[config.mk]
export PLATFORM = sky130hd
export DESIGN_NAME = dma_xfer_engine
export DESIGN_NICKNAME = d
export VERILOG_FILES = /design/src/rtl/dma_xfer_pkg.sv /design/src/rtl/dma_page_bank.sv /design/src/rtl/dma_prio_pick.sv /design/src/rtl/dma_addr_form.sv /design/src/rtl/dma_xfer_engine.sv
export SDC_FILE = /design/constraint.sdc
export NUM_CORES = 1
export LEC_CHECK = 0
export BUFFER_PORTS_ARGS = -buffer_cell sky130_fd_sc_hd__buf_2
export CAP_MARGIN = 10
export CORE_MARGIN = 5
export CORE_UTILIZATION = 50
export DETAILED_ROUTE_END_ITERATION = 10
export PLACE_DENSITY_LB_ADDON = 0.15
export REMOVE_ABC_BUFFERS = 1
export SLEW_MARGIN = 20
export SYNTH_ARGS = -nofsm -noshare
export SYNTH_HDL_FRONTEND = slang
export SYNTH_HIERARCHICAL = 1
export SYNTH_SLANG_ARGS = --single-unit
[constraint.sdc]
create_clock -name clk -period 9.32 [get_ports clk]
set_input_delay 1.864 -clock clk [delete_from_list [all_inputs] [get_ports clk]]
set_output_delay 1.864 -clock clk [all_outputs]
set_load 0.005 [all_outputs]
[src/rtl/dma_xfer_pkg.sv]
package dma_xfer_pkg;

    typedef enum logic [1:0] {
        ST_IDLE,
        ST_SRC,
        ST_DST,
        ST_DONE
    } xfer_state_t;

    typedef enum logic [1:0] {
        XK_VERIFY,
        XK_WRITE,
        XK_READ
    } xfer_kind_t;

    localparam int MODE_KIND_LSB = 2;
    localparam int MODE_KIND_W   = 4;
    localparam int PAGE_W        = 32;
    localparam int PAGE_BYTES    = PAGE_W / 8;

    // kind field decode; unused codes fall back to verify
    function automatic xfer_kind_t kind_of(input logic [7:0] mode);
        logic [MODE_KIND_W-1:0] fld;
        fld = mode[MODE_KIND_LSB +: MODE_KIND_W];
        unique case (fld)
            4'd1:    kind_of = XK_WRITE;
            4'd2:    kind_of = XK_READ;
            default: kind_of = XK_VERIFY;
        endcase
    endfunction

endpackage

[src/rtl/dma_page_bank.sv]
module dma_page_bank
    import dma_xfer_pkg::*;
#(
    parameter int NCH   = 4,
    parameter int CH_W  = 2,
    parameter int OFF_W = 3
) (
    input  logic                          clk,
    input  logic                          rst_n,
    input  logic                          we,
    input  logic [CH_W-1:0]               chan,
    input  logic [OFF_W-1:0]              off,
    input  logic [7:0]                    wdata,
    output logic [NCH-1:0][PAGE_W-1:0]    page
);
    localparam int LANE_W = $clog2(PAGE_BYTES);

    logic              in_range;
    logic [LANE_W-1:0] lane;

    // offsets beyond the last byte are dropped
    assign in_range = (off < OFF_W'(PAGE_BYTES));
    // offset 0 addresses the most significant byte
    assign lane     = LANE_W'(PAGE_BYTES - 1) - off[LANE_W-1:0];

    for (genvar c = 0; c < NCH; c++) begin : g_page
        logic [PAGE_W-1:0] pg_q;

        always_ff @(posedge clk) begin
            if (!rst_n) begin
                pg_q <= '0;
            end else if (we && in_range && (chan == CH_W'(c))) begin
                pg_q[{lane, 3'b000} +: 8] <= wdata;
            end
        end

        assign page[c] = pg_q;
    end

endmodule

[src/rtl/dma_prio_pick.sv]
module dma_prio_pick #(
    parameter int NCH  = 4,
    parameter int CH_W = 2
) (
    input  logic [NCH-1:0]  pend,
    output logic            valid,
    output logic [CH_W-1:0] idx
);
    // scanning from the top down leaves the lowest pending index
    always_comb begin
        valid = |pend;
        idx   = '0;
        for (int i = NCH - 1; i >= 0; i--) begin
            if (pend[i]) begin
                idx = CH_W'(i);
            end
        end
    end

endmodule

[src/rtl/dma_addr_form.sv]
module dma_addr_form #(
    parameter int          AW         = 32,
    parameter int          CW         = 16,
    parameter int          PAGE_BITS  = 7,
    parameter int          PAGE_SHIFT = 16,
    parameter logic [31:0] MEM_BASE   = 32'h0200_0000
) (
    input  logic [CW-1:0] base,
    input  logic [CW-1:0] off,
    input  logic [31:0]   page,
    output logic [AW-1:0] addr
);
    logic [AW-1:0] sum;
    logic [AW-1:0] field;

    // base sum, then the low page bits OR'ed in above the window
    assign sum   = AW'(MEM_BASE) + AW'(base) + AW'(off);
    assign field = AW'(page[PAGE_BITS-1:0]) << PAGE_SHIFT;
    assign addr  = sum | field;

endmodule

[src/rtl/dma_xfer_engine.sv]
module dma_xfer_engine
    import dma_xfer_pkg::*;
#(
    parameter int                          NCH      = 4,
    parameter int                          AW       = 32,
    parameter int                          CW       = 16,
    parameter int                          CH_W     = $clog2(NCH),
    parameter logic [31:0]                 MEM_BASE = 32'h0200_0000,
    parameter logic [NCH-1:0][AW-1:0]      DEV_ADDR = {32'h0004_4010, 32'h0004_3010,
                                                       32'h0004_2010, 32'h0004_1010}
) (
    input  logic                clk,
    input  logic                rst_n,
    input  logic [NCH-1:0]      drq_i,
    output logic [NCH-1:0]      handled_o,
    input  logic [7:0]          mode_i,
    input  logic                mask_ld_i,
    input  logic [NCH-1:0]      mask_val_i,
    output logic [NCH-1:0]      mask_o,
    input  logic                status_clr_i,
    output logic [NCH-1:0]      status_o,
    input  logic [NCH*CW-1:0]   chan_base_i,
    input  logic [NCH*CW-1:0]   chan_count_i,
    output logic [NCH*CW-1:0]   cur_addr_o,
    input  logic                page_we_i,
    input  logic [CH_W-1:0]     page_chan_i,
    input  logic [2:0]          page_off_i,
    input  logic [7:0]          page_wdata_i,
    output logic                busy_o,
    output logic                bus_req_o,
    output logic                bus_we_o,
    output logic [AW-1:0]       bus_addr_o,
    output logic [7:0]          bus_wdata_o,
    input  logic [7:0]          bus_rdata_i,
    input  logic                bus_ack_i
);
    localparam int PAGE_BITS  = 7;
    localparam int PAGE_SHIFT = 16;

    xfer_state_t state_q, state_d;
    xfer_kind_t  kind_q;

    logic [CH_W-1:0]            chan_q;
    logic [CW-1:0]              base_q;
    logic [CW-1:0]              count_q;
    logic [CW-1:0]              off_q;
    logic [7:0]                 data_q;
    logic [NCH-1:0]             mask_q;
    logic [NCH-1:0]             status_q;
    logic [NCH-1:0][CW-1:0]     cur_q;

    logic [NCH-1:0][PAGE_W-1:0] page_all;
    logic [NCH-1:0]             pend;
    logic                       pick_valid;
    logic [CH_W-1:0]            pick_idx;
    logic [AW-1:0]              mem_addr;
    logic [AW-1:0]              dev_addr;
    logic                       last_byte;
    logic                       mem_ack;
    logic [NCH-1:0]             done_vec;

    dma_page_bank #(
        .NCH   (NCH),
        .CH_W  (CH_W),
        .OFF_W (3)
    ) u_pages (
        .clk   (clk),
        .rst_n (rst_n),
        .we    (page_we_i),
        .chan  (page_chan_i),
        .off   (page_off_i),
        .wdata (page_wdata_i),
        .page  (page_all)
    );

    // only requesting and unmasked channels compete
    assign pend = drq_i & ~mask_q;

    dma_prio_pick #(
        .NCH  (NCH),
        .CH_W (CH_W)
    ) u_pick (
        .pend  (pend),
        .valid (pick_valid),
        .idx   (pick_idx)
    );

    dma_addr_form #(
        .AW         (AW),
        .CW         (CW),
        .PAGE_BITS  (PAGE_BITS),
        .PAGE_SHIFT (PAGE_SHIFT),
        .MEM_BASE   (MEM_BASE)
    ) u_addr (
        .base (base_q),
        .off  (off_q),
        .page (page_all[chan_q]),
        .addr (mem_addr)
    );

    assign dev_addr  = DEV_ADDR[chan_q];
    assign last_byte = (off_q == count_q);

    // the memory side is the source in read mode, the destination in write mode
    assign mem_ack = bus_ack_i &&
                     (((state_q == ST_SRC) && (kind_q == XK_READ)) ||
                      ((state_q == ST_DST) && (kind_q == XK_WRITE)));

    // ---------------- state register ----------------
    always_ff @(posedge clk) begin
        if (!rst_n) begin
            state_q <= ST_IDLE;
        end else begin
            state_q <= state_d;
        end
    end

    // ---------------- next state ----------------
    always_comb begin
        state_d = state_q;
        unique case (state_q)
            ST_IDLE: begin
                if (pick_valid) begin
                    // verify and unused codes go straight to completion
                    if (kind_of(mode_i) == XK_VERIFY) begin
                        state_d = ST_DONE;
                    end else begin
                        state_d = ST_SRC;
                    end
                end
            end
            ST_SRC: begin
                if (bus_ack_i) begin
                    state_d = ST_DST;
                end
            end
            ST_DST: begin
                if (bus_ack_i) begin
                    // stop after the byte at offset == count
                    state_d = last_byte ? ST_DONE : ST_SRC;
                end
            end
            ST_DONE: begin
                state_d = ST_IDLE;
            end
            default: begin
                state_d = ST_IDLE;
            end
        endcase
    end

    // ---------------- outputs ----------------
    always_comb begin
        bus_req_o   = 1'b0;
        bus_we_o    = 1'b0;
        bus_addr_o  = '0;
        bus_wdata_o = data_q;
        done_vec    = '0;
        unique case (state_q)
            ST_IDLE: begin
            end
            ST_SRC: begin
                bus_req_o  = 1'b1;
                bus_we_o   = 1'b0;
                bus_addr_o = (kind_q == XK_WRITE) ? dev_addr : mem_addr;
            end
            ST_DST: begin
                bus_req_o  = 1'b1;
                bus_we_o   = 1'b1;
                bus_addr_o = (kind_q == XK_WRITE) ? mem_addr : dev_addr;
            end
            ST_DONE: begin
                done_vec = NCH'(1) << chan_q;
            end
            default: begin
            end
        endcase
    end

    assign handled_o  = done_vec;
    assign busy_o     = (state_q != ST_IDLE);
    assign mask_o     = mask_q;
    assign status_o   = status_q;
    assign cur_addr_o = cur_q;

    // ---------------- transfer datapath ----------------
    always_ff @(posedge clk) begin
        if (!rst_n) begin
            chan_q  <= '0;
            kind_q  <= XK_VERIFY;
            base_q  <= '0;
            count_q <= '0;
            off_q   <= '0;
            data_q  <= '0;
            cur_q   <= '0;
        end else begin
            if ((state_q == ST_IDLE) && pick_valid) begin
                // channel setup and mode sampled once at grant
                chan_q  <= pick_idx;
                kind_q  <= kind_of(mode_i);
                base_q  <= chan_base_i[int'(pick_idx)*CW +: CW];
                count_q <= chan_count_i[int'(pick_idx)*CW +: CW];
                off_q   <= '0;
            end
            if ((state_q == ST_SRC) && bus_ack_i) begin
                data_q <= bus_rdata_i;
            end
            if ((state_q == ST_DST) && bus_ack_i && !last_byte) begin
                off_q <= off_q + CW'(1);
            end
            if (mem_ack) begin
                cur_q[chan_q] <= base_q + off_q;
            end
        end
    end

    // ---------------- mask and status ----------------
    always_ff @(posedge clk) begin
        if (!rst_n) begin
            mask_q   <= '1;
            status_q <= '0;
        end else begin
            // a host update never hides a completion in the same cycle
            mask_q   <= (mask_ld_i ? mask_val_i : mask_q) | done_vec;
            status_q <= (status_clr_i ? '0 : status_q) | done_vec;
        end
    end

endmodule

# Yosys cells after proc, flatten, opt, wreduce, memory -nomap -nowiden
# Cells that the tools add are included.
# totals
reg_bits	262
inputBits	171
out_inout_bits	119
word_cells	107
# classes
n_addsub	6
order_cmp	3
n_eq_ne	14
shifts	5
muxes	34
bitwise	5
reduce_logical	23
# op_table
cell	n
$bmux W32 S2	2
$bwmux W32	4
$shiftx A64 B7 Y16	2
$mux W32	3
$bwmux W64	1
$pmux W32 S2	1
$mux W16	3
$add A32 B16 Y32	1
$demux W16 S2	1
$or A32 B23 Y32	1
$shift A8 B7 Y32 const A	1
$shiftx A8 B7 Y32	1
$add A26 B16 Y27 const A	1
$mux W2	11
$add A16 B1 Y16 const B	1
$add A16 B16 Y16	1
$eq A16 B16 Y1	1
$logic_and A1 B1 Y1	13
$mux W4	3
$eq A2 B2 Y1 const B	5
$or A4 B4 Y4	2
$pmux W2 S4	1
$mux W7	1
$neg A5 Y7	1
other kinds (20)	28

# Depth between registers and ports, before layout
# Gate-level depths: netlist of the first run.
# depth
depth_word	9
mapped_depth	10
mapped_depth_nobuf	10

# Hierarchy
# The synthesis of the first run kept the hierarchy.
# modules_own_cells
mod	instances	cells_per_inst	area_per_inst_um2	seq_area_each_um2
dma_xfer_engine	1	890	8202.9	2682.6
dma_page_bank	1	493	4911.0	2562.5
dma_addr_form	1	128	962.2	0.0
dma_prio_pick	1	7	35.0	0.0

# Least setup slack after synthesis of the first run
# Ideal clock, no wire load.
# synth_path
path_type	register to output
startpoint	register off_q[0]
endpoint	output port bus_addr_o[14]
t_arrival_ns	2.435
required_time_ns	7.456
path_slack_ns	5.021
stages_incl_launch_ff	11
path_buffers	0
cell_sequence	dfxtp_1 ha_1 fa_1 a21o_1 a221oi_2 o41ai_2 nor4_1 a211oi_1 mux2_2 a22oi_1 nor2b_1
# synth_via
elab_chain_len	4
word_cells_on_any_way	5
classes_between	add/sub (1); mux (3); bitwise (1)
# synth_lines
element	line_no	text
from (decl)	dma_xfer_engine.sv:46	logic [CW-1:0] off_q;
from (signal assigned)	dma_xfer_engine.sv:209	off_q <= off_q + CW'(1);
$add A32 B16 Y32 *	dma_addr_form.sv:17	assign sum = AW'(MEM_BASE) + AW'(base) + AW'(off);
$or A32 B23 Y32 *	dma_addr_form.sv:19	assign addr = sum | field;
named net mem_addr[14]	dma_xfer_engine.sv:56	logic [AW-1:0] mem_addr;
$mux W32 (on tied branches)	dma_xfer_engine.sv:170, dma_xfer_engine.sv:165	
$pmux W32 S2 *	dma_xfer_engine.sv:159	unique case (state_q)
to (decl)	dma_xfer_engine.sv:32	output logic [AW-1:0] bus_addr_o,
# Mark *: on every way through the listed nets, which the timed path passes. The rest lies on a longest branch.

# Worst setup path after layout of the first run
# Same ends and word-level chain as after synthesis.

==> results of run 1 <==
[power by group through the flow]
stage               clock, mW  sequential, mW  combinational [mW]
floorplan                   0           0.764               0.304
CTS                     0.727           0.760               0.474
global route            0.759           0.764               0.523
detailed placement          0           0.775               0.473
finish                  0.715           0.760               0.473
global placement            0           0.774               0.466
[critical path, stage by stage, from the launching register on]
cell and delay (ns):
sky130_fd_sc_hd__dfxtp_1 0.42, sky130_fd_sc_hd__ha_1 0.30, sky130_fd_sc_hd__fa_1 0.41, sky130_fd_sc_hd__a21o_1 0.23, sky130_fd_sc_hd__a221oi_2 0.38, sky130_fd_sc_hd__o41ai_2 0.14
sky130_fd_sc_hd__nor4_1 0.25, sky130_fd_sc_hd__a211oi_1 0.11, sky130_fd_sc_hd__mux2_2 0.28, sky130_fd_sc_hd__a22oi_1 0.19, sky130_fd_sc_hd__nor2b_1 0.07, sky130_fd_sc_hd__buf_2 0.13
[area by class of cell]
cell class / instances / area [um2] / share of cell area (%)
well taps: 265 / 332 / 2.83
multi-input cells: 854 / 6020 / 51.4
clock buffers: 18 / 429 / 3.66
inverters: 22 / 82.6 / 0.705
repair buffers: 283 / 1440 / 12.3
clock inverters: 14 / 166 / 1.42
flip-flops and latches: 162 / 3240 / 27.7
[state kept, by name, summed over array words and instances (netlist names)]
name,flops
u_pages/g_page.pg_q,28
count_q,16
state_q,2
cur_addr_o,64
mask_o,4
status_o,4
kind_q,2
off_q,16
chan_q,2
base_q,16
bus_wdata_o,8
[metrics by stage]
stage          setup WS [ns]  util (%)
2_1_floorplan           4.23         -
3_3_place_gp            4.58      57.5
3_5_place_dp            4.57      57.5
4_1_cts                 4.10      60.6
5_1_grt                 3.88      60.6
6_report                4.11      60.6
[metal layers]
metal / vias to the layer above / global-route usage (%) / routed length (um)
li1: 4423 / - / -
met1: 4100 / 30.7 / 11500
met2: 345 / 40.1 / 12900
met3: 42 / 4.57 / 2040
met4: 0 / 7.27 / 572
met5: - / 0 / 0
[worst paths after layout]
path                                           from                                endpoint  slack, ns  depth (start not counted)
max                           off_q[0]$_SDFFE_PN0P_                          bus_addr_o[14]       4.11                         11
min          u_pages/g_page[1].pg_q[3]$_SDFFE_PN0P_  u_pages/g_page[1].pg_q[3]$_SDFFE_PN0P_       0.46                          2
max reg2reg                   off_q[4]$_SDFFE_PN0P_             cur_addr_o[23]$_SDFFE_PN0P_       6.39                          7
min reg2reg  u_pages/g_page[1].pg_q[3]$_SDFFE_PN0P_  u_pages/g_page[1].pg_q[3]$_SDFFE_PN0P_       0.46                          2
==> impl_metrics.tcl, run 1 <==
set metrics [dict create \
    status "finished clean" \
    tritoncts_clock_tree "built" \
    core_um2 19300 \
    antenna_cells_inserted 0 \
    placedCellCount 1586 \
    die_height_um 150 \
    cts_buffers 17 \
    cell_internal_pwr_mw 1.32 \
    number_of_sinks_handled_by_clock_tree_synthesis 162 \
    die_area_um2 22500 \
    drt_iter0_drc 487 \
    slew_headroom_pct 24.9 \
    cts-hold-fix-buffers 0 \
    htreeDepth 4 \
    globalplace.congestion 0.877 \
    hold_violations 0 \
    layout-area-overhead-vs-synth_pct 19.7 \
    ant_nets 0 \
    routed-via-count 8910 \
    final_area_um2 11700 \
    post_synth.cell_area_avg_um2 8.66 \
    clockRootBuffer "sky130_fd_sc_hd__clkbuf_16" \
    final-max-slew-violation-count 0 \
    rsz_0062_raised_after_global_routing "no" \
    p_comb_share_pct 24.3 \
    clock_skew_ns 0.00797 \
    setup.worst_path.start_class "flip-flop" \
    grt-ovfl-total 0 \
    layout.nets 1557 \
    design.portCount 290 \
    clock_power_share_pct 36.7 \
    floorplan.rows 51 \
    routed_wl_um 27000 \
    initial_core_util_pct 50.6 \
    route.detailed.wl_per_inst_um 16.7 \
    worstPathMaxFanout 8 \
    wire_length_of_the_first_global_routing_pass_um 42900 \
    seq_power_share_pct 39.0 \
    static_leakage_nw 5.05 \
    max_freq_mhz 192 \
    worst_setup_hold_path_clk_slew_ns 0.07 \
    finalSetupViolations 0 \
    die_width_um 150 \
    timing_worst_setup_path_type "flip-flop to primary output" \
    drive_above_1_share_pct 27.5 \
    power_switching_mw 0.626 \
    worst-endpoint-arrival_ns 3.34 \
    post_cts_setup_buffer_count 0 \
    port_buffers 276 \
    worstMarginPinSlew_ns 1.11 \
    route.detailed.drc 0 \
    fin_crit_ns 5.21 \
    clkLatencyLatePin_ns 0.43 \
    power.total_mw 1.95 \
    power_switching_share_pct 32.1 \
    irDropWorstVdd_mv 0.121 \
    grt_pass1_vias 8576 \
    number_of_antenna_violations_at_the_first_check_in_global_routing 0 \
    timing.critical_path.to_type "primary output" \
    period_share_pct 55.9 \
    finish.cell_count_without_fillers 1618 \
    dp.final_hpwl_um 20300 \
    aggregate_negative_setup_slack_ns 0 \
    grt_max_degree 105 \
    power_per_cell_area_nw_per_um2 166 \
    hold_class "flip-flop to flip-flop" \
    post_cts.resized_instances 0 \
    fill_cells 1775 \
    required_ns 7.46 \
    postPlaceCellArea_um2 11100 \
    clockBufferDepth 2 \
    fin_hold_ws_ns 0.458 \
    viasPerCell 5.51 \
    yosys_warnings 6 \
    syn_area_um2 9790 \
    detail_route.first_pass.iterations 7 \
    final_common_cell "sky130_fd_sc_hd__buf_2" \
    post_synth_inst_count 1130 \
    grt_usage_pct 23.7 \
    top_library_cells_by_usage_in_the_layout_fill_and_taps_aside "275 x sky130_fd_sc_hd__buf_2, 229 x sky130_fd_sc_hd__nand2_1, 162 x sky130_fd_sc_hd__dfxtp_1" \
    max_cap_violations 0 \
]
Power figures use the tool's default switching activity.
==> inputs of run 2 (changes only) <==
- clock period: 9.32 -> 4.5 ns (I/O delays scaled with it)
==> run 2 against run 1 <==
  * Core utilization about the same
  * Die area unchanged
  * Design area about the same
  * Non-clock buffer count increased by 6
  * Cell count increased by 0.37%
  * Critical endpoint unchanged
  * Largest cell class unchanged
==> impl_metrics.tcl, run 2 (synthesis gave the netlist of run 1 again) <==
set metrics [dict create \
    ff2ff_setup_slack_ns 1.59 \
    timing_worst_setup_path_type "flip-flop to primary output" \
    route.detailed.wl_per_inst_um 16.5 \
    layout-area-overhead-vs-synth_pct 19.7 \
    tritoncts_clock_tree "built" \
    p_comb_share_pct 25.1 \
    cpLargestDelayFamily "compound AO/OA/AOI/OAI gates" \
    grt_usage_pct 23.2 \
    power_switching_share_pct 31.9 \
    worstMarginPinSlew_ns 0.976 \
    max_cap_violations 0 \
    post_cts_setup_buffer_count 0 \
    worst_setup_hold_path_clk_slew_ns 0.07 \
    max_freq_mhz 238 \
    crit_path_cell_trace "ha_1 > fa_1 > a21o_1 > a221oi_2 > o41ai_2 > nor4_1 > a211oi_1 > mux2_2 > a22oi_1 > nor2b_1 > buf_2" \
    viasPerCell 5.45 \
    antenna_cells_inserted 0 \
    fin_crit_ns 4.20 \
    route.detailed.drc 0 \
    hold_path_depth 2 \
    drive_above_1_share_pct 27.7 \
    clockBufferDepth 2 \
    initial_core_util_pct 50.6 \
    cts_buffers 17 \
    worst_r2r_path_depth 8 \
    wire_length_of_the_first_global_routing_pass_um 41900 \
    fill_cells 1757 \
    die_height_um 150 \
    final-max-slew-violation-count 0 \
    hold_violations 0 \
    timing.critical_path.to_type "primary output" \
    post_cts.resized_instances 0 \
    clock_skew_ns 0.0101 \
    core_um2 19300 \
    period_share_pct 93.2 \
    die_area_um2 22500 \
    htreeDepth 4 \
    rr_startpoint "off_q[0]$_SDFFE_PN0P_" \
    floorplan.rows 51 \
    top_library_cells_by_usage_in_the_layout_fill_and_taps_aside "275 x sky130_fd_sc_hd__buf_2, 229 x sky130_fd_sc_hd__nand2_1, 162 x sky130_fd_sc_hd__dfxtp_1" \
    worstPathMaxFanout 8 \
    dp.final_hpwl_um 20200 \
    final_common_cell "sky130_fd_sc_hd__buf_2" \
    design.portCount 290 \
    irDropWorstVdd_mv 0.281 \
    number_of_sinks_handled_by_clock_tree_synthesis 162 \
    slew_headroom_pct 34.1 \
    grt_max_degree 75 \
    status "finished clean" \
    rr_endpoint "cur_addr_o[14]$_SDFFE_PN0P_" \
    slowest_stage "sky130_fd_sc_hd__dfxtp_1" \
    clock_power_share_pct 35.1 \
    ant_nets 0 \
    cp_num_buf_inv 1 \
    largest_register_ffs 64 \
    globalplace.congestion 0.880 \
    static_leakage_nw 5.06 \
    routed-via-count 8849 \
    number_of_antenna_violations_at_the_first_check_in_global_routing 0 \
    power_per_cell_area_nw_per_um2 337 \
    port_buffers 276 \
    power.total_mw 3.94 \
    critPathMaxStageDelay_ns 0.41 \
    setup.worst_path.start_class "flip-flop" \
    detail_route.first_pass.iterations 4 \
    die_width_um 150 \
    layout.nets 1563 \
    worst-endpoint-arrival_ns 3.30 \
    power_switching_mw 1.26 \
    seq_power_share_pct 39.8 \
    routed_wl_um 26800 \
    clockRootBuffer "sky130_fd_sc_hd__clkbuf_16" \
    hold_path.startpoint "cur_addr_o[4]$_SDFFE_PN0P_" \
    cts-hold-fix-buffers 0 \
    clkLatencyLatePin_ns 0.43 \
    finalSetupViolations 0 \
    rsz_0062_raised_after_global_routing "no" \
    hold_class "flip-flop to flip-flop" \
    worst_hold_path.endpoint "cur_addr_o[4]$_SDFFE_PN0P_" \
    cell_internal_pwr_mw 2.69 \
    required_ns 3.60 \
    aggregate_negative_setup_slack_ns 0 \
    drt_iter0_drc 451 \
    grt_pass1_vias 8204 \
    grt-ovfl-total 0 \
]
## run 2: changes by cell type in the layout (fill, tap and decap cells not counted), sizes merged
cell / before / now
inv: 30 / 24
clkinv: 1 / 5
buf: 283 / 289
bufinv: 2 / 1
clkbuf: 18 / 21
## run 2: final cells by class
class | instances | area [um2] | share of cell area [%]
clock buffers | 21 | 450 | 3.84
flip-flops and latches | 162 | 3240 | 27.7
multi-input cells | 854 | 6020 | 51.4
inverters | 22 | 82.6 | 0.705
well taps | 265 | 332 | 2.83
clock inverters | 11 | 106 | 0.908
repair buffers | 289 | 1480 | 12.6
## run 2: power groups by stage
stage / clock network (mW) / registers [mW] / logic, mW
floorplan: 0 / 1.58 / 0.630
global route: 1.46 / 1.58 / 1.09
global placement: 0 / 1.60 / 0.981
CTS: 1.40 / 1.57 / 0.996
finish: 1.38 / 1.57 / 0.989
detailed placement: 0 / 1.60 / 0.992
## run 2: metrics by stage
stage / setup slack (ns) / area [um2] / std cells / util [%] / hold WS, ns
finish: 0.304 / 11700 / 1624 / 60.6 / 0.458
global route: 0.160 / 11700 / 1624 / 60.6 / 0.470
CTS: 0.316 / 11700 / 1624 / 60.6 / 0.457
detailed placement: 0.779 / 11200 / 1592 / 57.7 / 0.448
global placement: 0.815 / 11200 / 1592 / 57.7 / 0.441
floorplan: 0.376 / 9330 / 1038 / - / 0.432
## run 2: worst max-delay path by stage
stage	startpoint	endpoint	slack [ns]	cells after the start
after floorplan	drq_i[3]	base_q[0]$_SDFFE_PN0P_	0.38	6
after global placement	off_q[0]$_SDFFE_PN0P_	bus_addr_o[14]	0.82	11
after detailed placement	off_q[0]$_SDFFE_PN0P_	bus_addr_o[14]	0.78	11
after CTS	off_q[0]$_SDFFE_PN0P_	bus_addr_o[14]	0.32	11
after global routing	off_q[0]$_SDFFE_PN0P_	bus_addr_o[14]	0.16	11
final	off_q[0]$_SDFFE_PN0P_	bus_addr_o[14]	0.30	11
## run 2: routing by layer
| metal | vias to the layer above | GRT usage [%] | routed length, um |
|---|---|---|---|
| li1 | 4442 | - | - |
| met1 | 4116 | 31.0 | 12000 |
| met2 | 260 | 39.1 | 12900 |
| met3 | 31 | 3.60 | 1490 |
| met4 | 0 | 6.08 | 405 |
| met5 | - | 0 | 0 |
## run 2: tightest hold or removal path: stages, from the launching register on
cell	delay (ns)
sky130_fd_sc_hd__dfxtp_1	0.31
sky130_fd_sc_hd__nand2_1	0.04
sky130_fd_sc_hd__a21boi_0	0.06
==> inputs of run 3 (changes only) <==
- PLACE_DENSITY_LB_ADDON: 0.15 -> 0.05
==> run 3 against run 2 <==
  * Non-clock buffer count decreased by 2
  * Largest power group unchanged
  * Register-to-register slack about the same
  * Design area increased by 0.47%
  * Fmax increased by 3.2%
  * Cell count decreased by 0.12%
  * Total power increased by 3.7%
  * Sequential cell count unchanged
  * Global-route usage increased by 0.61 points
  * Worst hold slack got worse by 0.0020 ns
  * Clock skew decreased by 0.0020 ns
==> impl_metrics.tcl, run 3 (synthesis gave the netlist of run 1 again) <==
set metrics [dict create \
    power_per_cell_area_nw_per_um2 347 \
    layout-area-overhead-vs-synth_pct 20.3 \
    post_cts.resized_instances 0 \
    area_of_the_multi_input_gates_um2 6020 \
    max_cap_violations 0 \
    grt-ovfl-total 0 \
    final_common_cell "sky130_fd_sc_hd__buf_2" \
    final-max-slew-violation-count 0 \
    ant_nets 0 \
    cpLargestDelayFamily "compound AO/OA/AOI/OAI gates" \
    clkLatencyLatePin_ns 0.43 \
    worstPathMaxFanout 12 \
    crit_path_cell_trace "ha_1 > a21o_1 > a311oi_1 > nor2_1 > a221o_1 > a211oi_1 > mux2_2 > a22oi_1 > nor2b_1 > buf_2" \
    top_library_cells_by_usage_in_the_layout_fill_and_taps_aside "275 x sky130_fd_sc_hd__buf_2, 229 x sky130_fd_sc_hd__nand2_1, 162 x sky130_fd_sc_hd__dfxtp_1" \
    finalSetupViolations 0 \
    cts_buffers 17 \
    status "finished clean" \
    timing_worst_setup_path_type "flip-flop to primary output" \
    power.total_mw 4.09 \
    final-seq-area_um2 3240 \
    number_of_sinks_handled_by_clock_tree_synthesis 162 \
    seq_power_share_pct 38.3 \
    critPathMaxStageDelay_ns 0.49 \
    aggregate_negative_setup_slack_ns 0 \
    htreeDepth 4 \
    setup.worst_path.start_class "flip-flop" \
    grt_max_degree 173 \
    clockRootBuffer "sky130_fd_sc_hd__clkbuf_16" \
    rsz_0062_raised_after_global_routing "no" \
    clock_power_share_pct 37.4 \
    fill_cells 1769 \
    globalplace.congestion 0.883 \
    cts-hold-fix-buffers 0 \
    wire_length_of_the_first_global_routing_pass_um 42800 \
    clockBufferDepth 2 \
    cell_internal_pwr_mw 2.82 \
    required_ns 3.60 \
    slowest_stage "sky130_fd_sc_hd__dfxtp_1" \
    slew_headroom_pct 47.5 \
    static_leakage_nw 5.08 \
    grt_pass1_vias 8465 \
    initial_core_util_pct 50.6 \
    fin_crit_ns 4.07 \
    drt_iter0_drc 472 \
    period_share_pct 90.3 \
    layout.nets 1561 \
    power_switching_mw 1.27 \
    die_width_um 150 \
    grt_usage_pct 23.8 \
    route.detailed.drc 0 \
    core_um2 19300 \
    viasPerCell 5.45 \
    clock_skew_ns 0.00810 \
    dp.final_hpwl_um 19900 \
    detail_route.first_pass.iterations 5 \
    hold_violations 0 \
    power_switching_share_pct 31.1 \
    route.detailed.wl_per_inst_um 16.5 \
    design.portCount 290 \
    irDropWorstVdd_mv 0.258 \
    post_cts_setup_buffer_count 0 \
    max_freq_mhz 246 \
    largest_register_ffs 64 \
    worstMarginPinSlew_ns 0.782 \
    timing.critical_path.to_type "primary output" \
    port_buffers 276 \
    die_height_um 150 \
    routed-via-count 8834 \
    hold_class "flip-flop to flip-flop" \
    tritoncts_clock_tree "built" \
    worst-endpoint-arrival_ns 3.17 \
    die_area_um2 22500 \
    routed_wl_um 26800 \
    p_comb_share_pct 24.3 \
    cp_num_buf_inv 1 \
    drive_above_1_share_pct 27.6 \
    antenna_cells_inserted 0 \
    floorplan.rows 51 \
    worst_setup_hold_path_clk_slew_ns 0.06 \
    number_of_antenna_violations_at_the_first_check_in_global_routing 0 \
]
==> run 3: metal layers <==
metal	global-route usage [%]	part of all wire, %	vias up
li1	-	-	4439
met1	31.6	45	4119
met2	40.0	48	252
met3	3.94	5.3	24
met4	6.77	1.5	0
met5	0	0	-
==> run 3: stage by stage <==
step | instance area, um2 | setup WS (ns) | hold slack (ns) | util [%] | std cells
6_report | 11800 | 0.434 | 0.456 | 60.9 | 1622
3_3_place_gp | 11200 | 0.922 | 0.440 | 57.7 | 1590
5_1_grt | 11800 | 0.191 | 0.478 | 60.9 | 1622
4_1_cts | 11800 | 0.409 | 0.456 | 60.9 | 1622
3_5_place_dp | 11200 | 0.901 | 0.447 | 57.7 | 1590
2_1_floorplan | 9330 | 0.376 | 0.432 | - | 1038
==> run 3: final timing paths <==
| path | from | to | slack, ns | cells after the start |
|---|---|---|---|---|
| worst max-delay path | off_q[9]$_SDFFE_PN0P_ | bus_addr_o[14] | 0.43 | 10 |
| worst min register to register | u_pages/g_page[2].pg_q[0]$_SDFFE_PN0P_ | u_pages/g_page[2].pg_q[0]$_SDFFE_PN0P_ | 0.46 | 2 |
| worst min-delay path | u_pages/g_page[2].pg_q[0]$_SDFFE_PN0P_ | u_pages/g_page[2].pg_q[0]$_SDFFE_PN0P_ | 0.46 | 2 |
| worst max register to register | off_q[0]$_SDFFE_PN0P_ | cur_addr_o[14]$_SDFFE_PN0P_ | 1.59 | 9 |
==> run 3: worst min-delay path: cells and delay by family, from the launching register on <==
family / cells / cell delay [ns]
AO/OA/AOI/OAI: 1 / 0.05
AND/OR/NAND/NOR: 1 / 0.05
flip-flops: 1 / 0.31
==> run 3: power groups by stage <==
stage          combinational, mW  sequential [mW]  clock [mW]
3_5_place_dp               0.994             1.60           0
3_3_place_gp               0.985             1.60           0
6_report                   0.993             1.57        1.53
5_1_grt                     1.10             1.58        1.61
2_1_floorplan              0.630             1.58           0
4_1_cts                    0.998             1.57        1.55
==> run 3: layout make-up <==
| class | count | share of cell area (%) |
|---|---|---|
| inverter | 22 | 0.702 |
| sequential | 162 | 27.6 |
| timing repair buffer | 287 | 12.6 |
| multi-input combinational | 854 | 51.1 |
| tap | 265 | 2.82 |
| clock buffer | 22 | 3.94 |
| clock inverter | 10 | 1.28 |
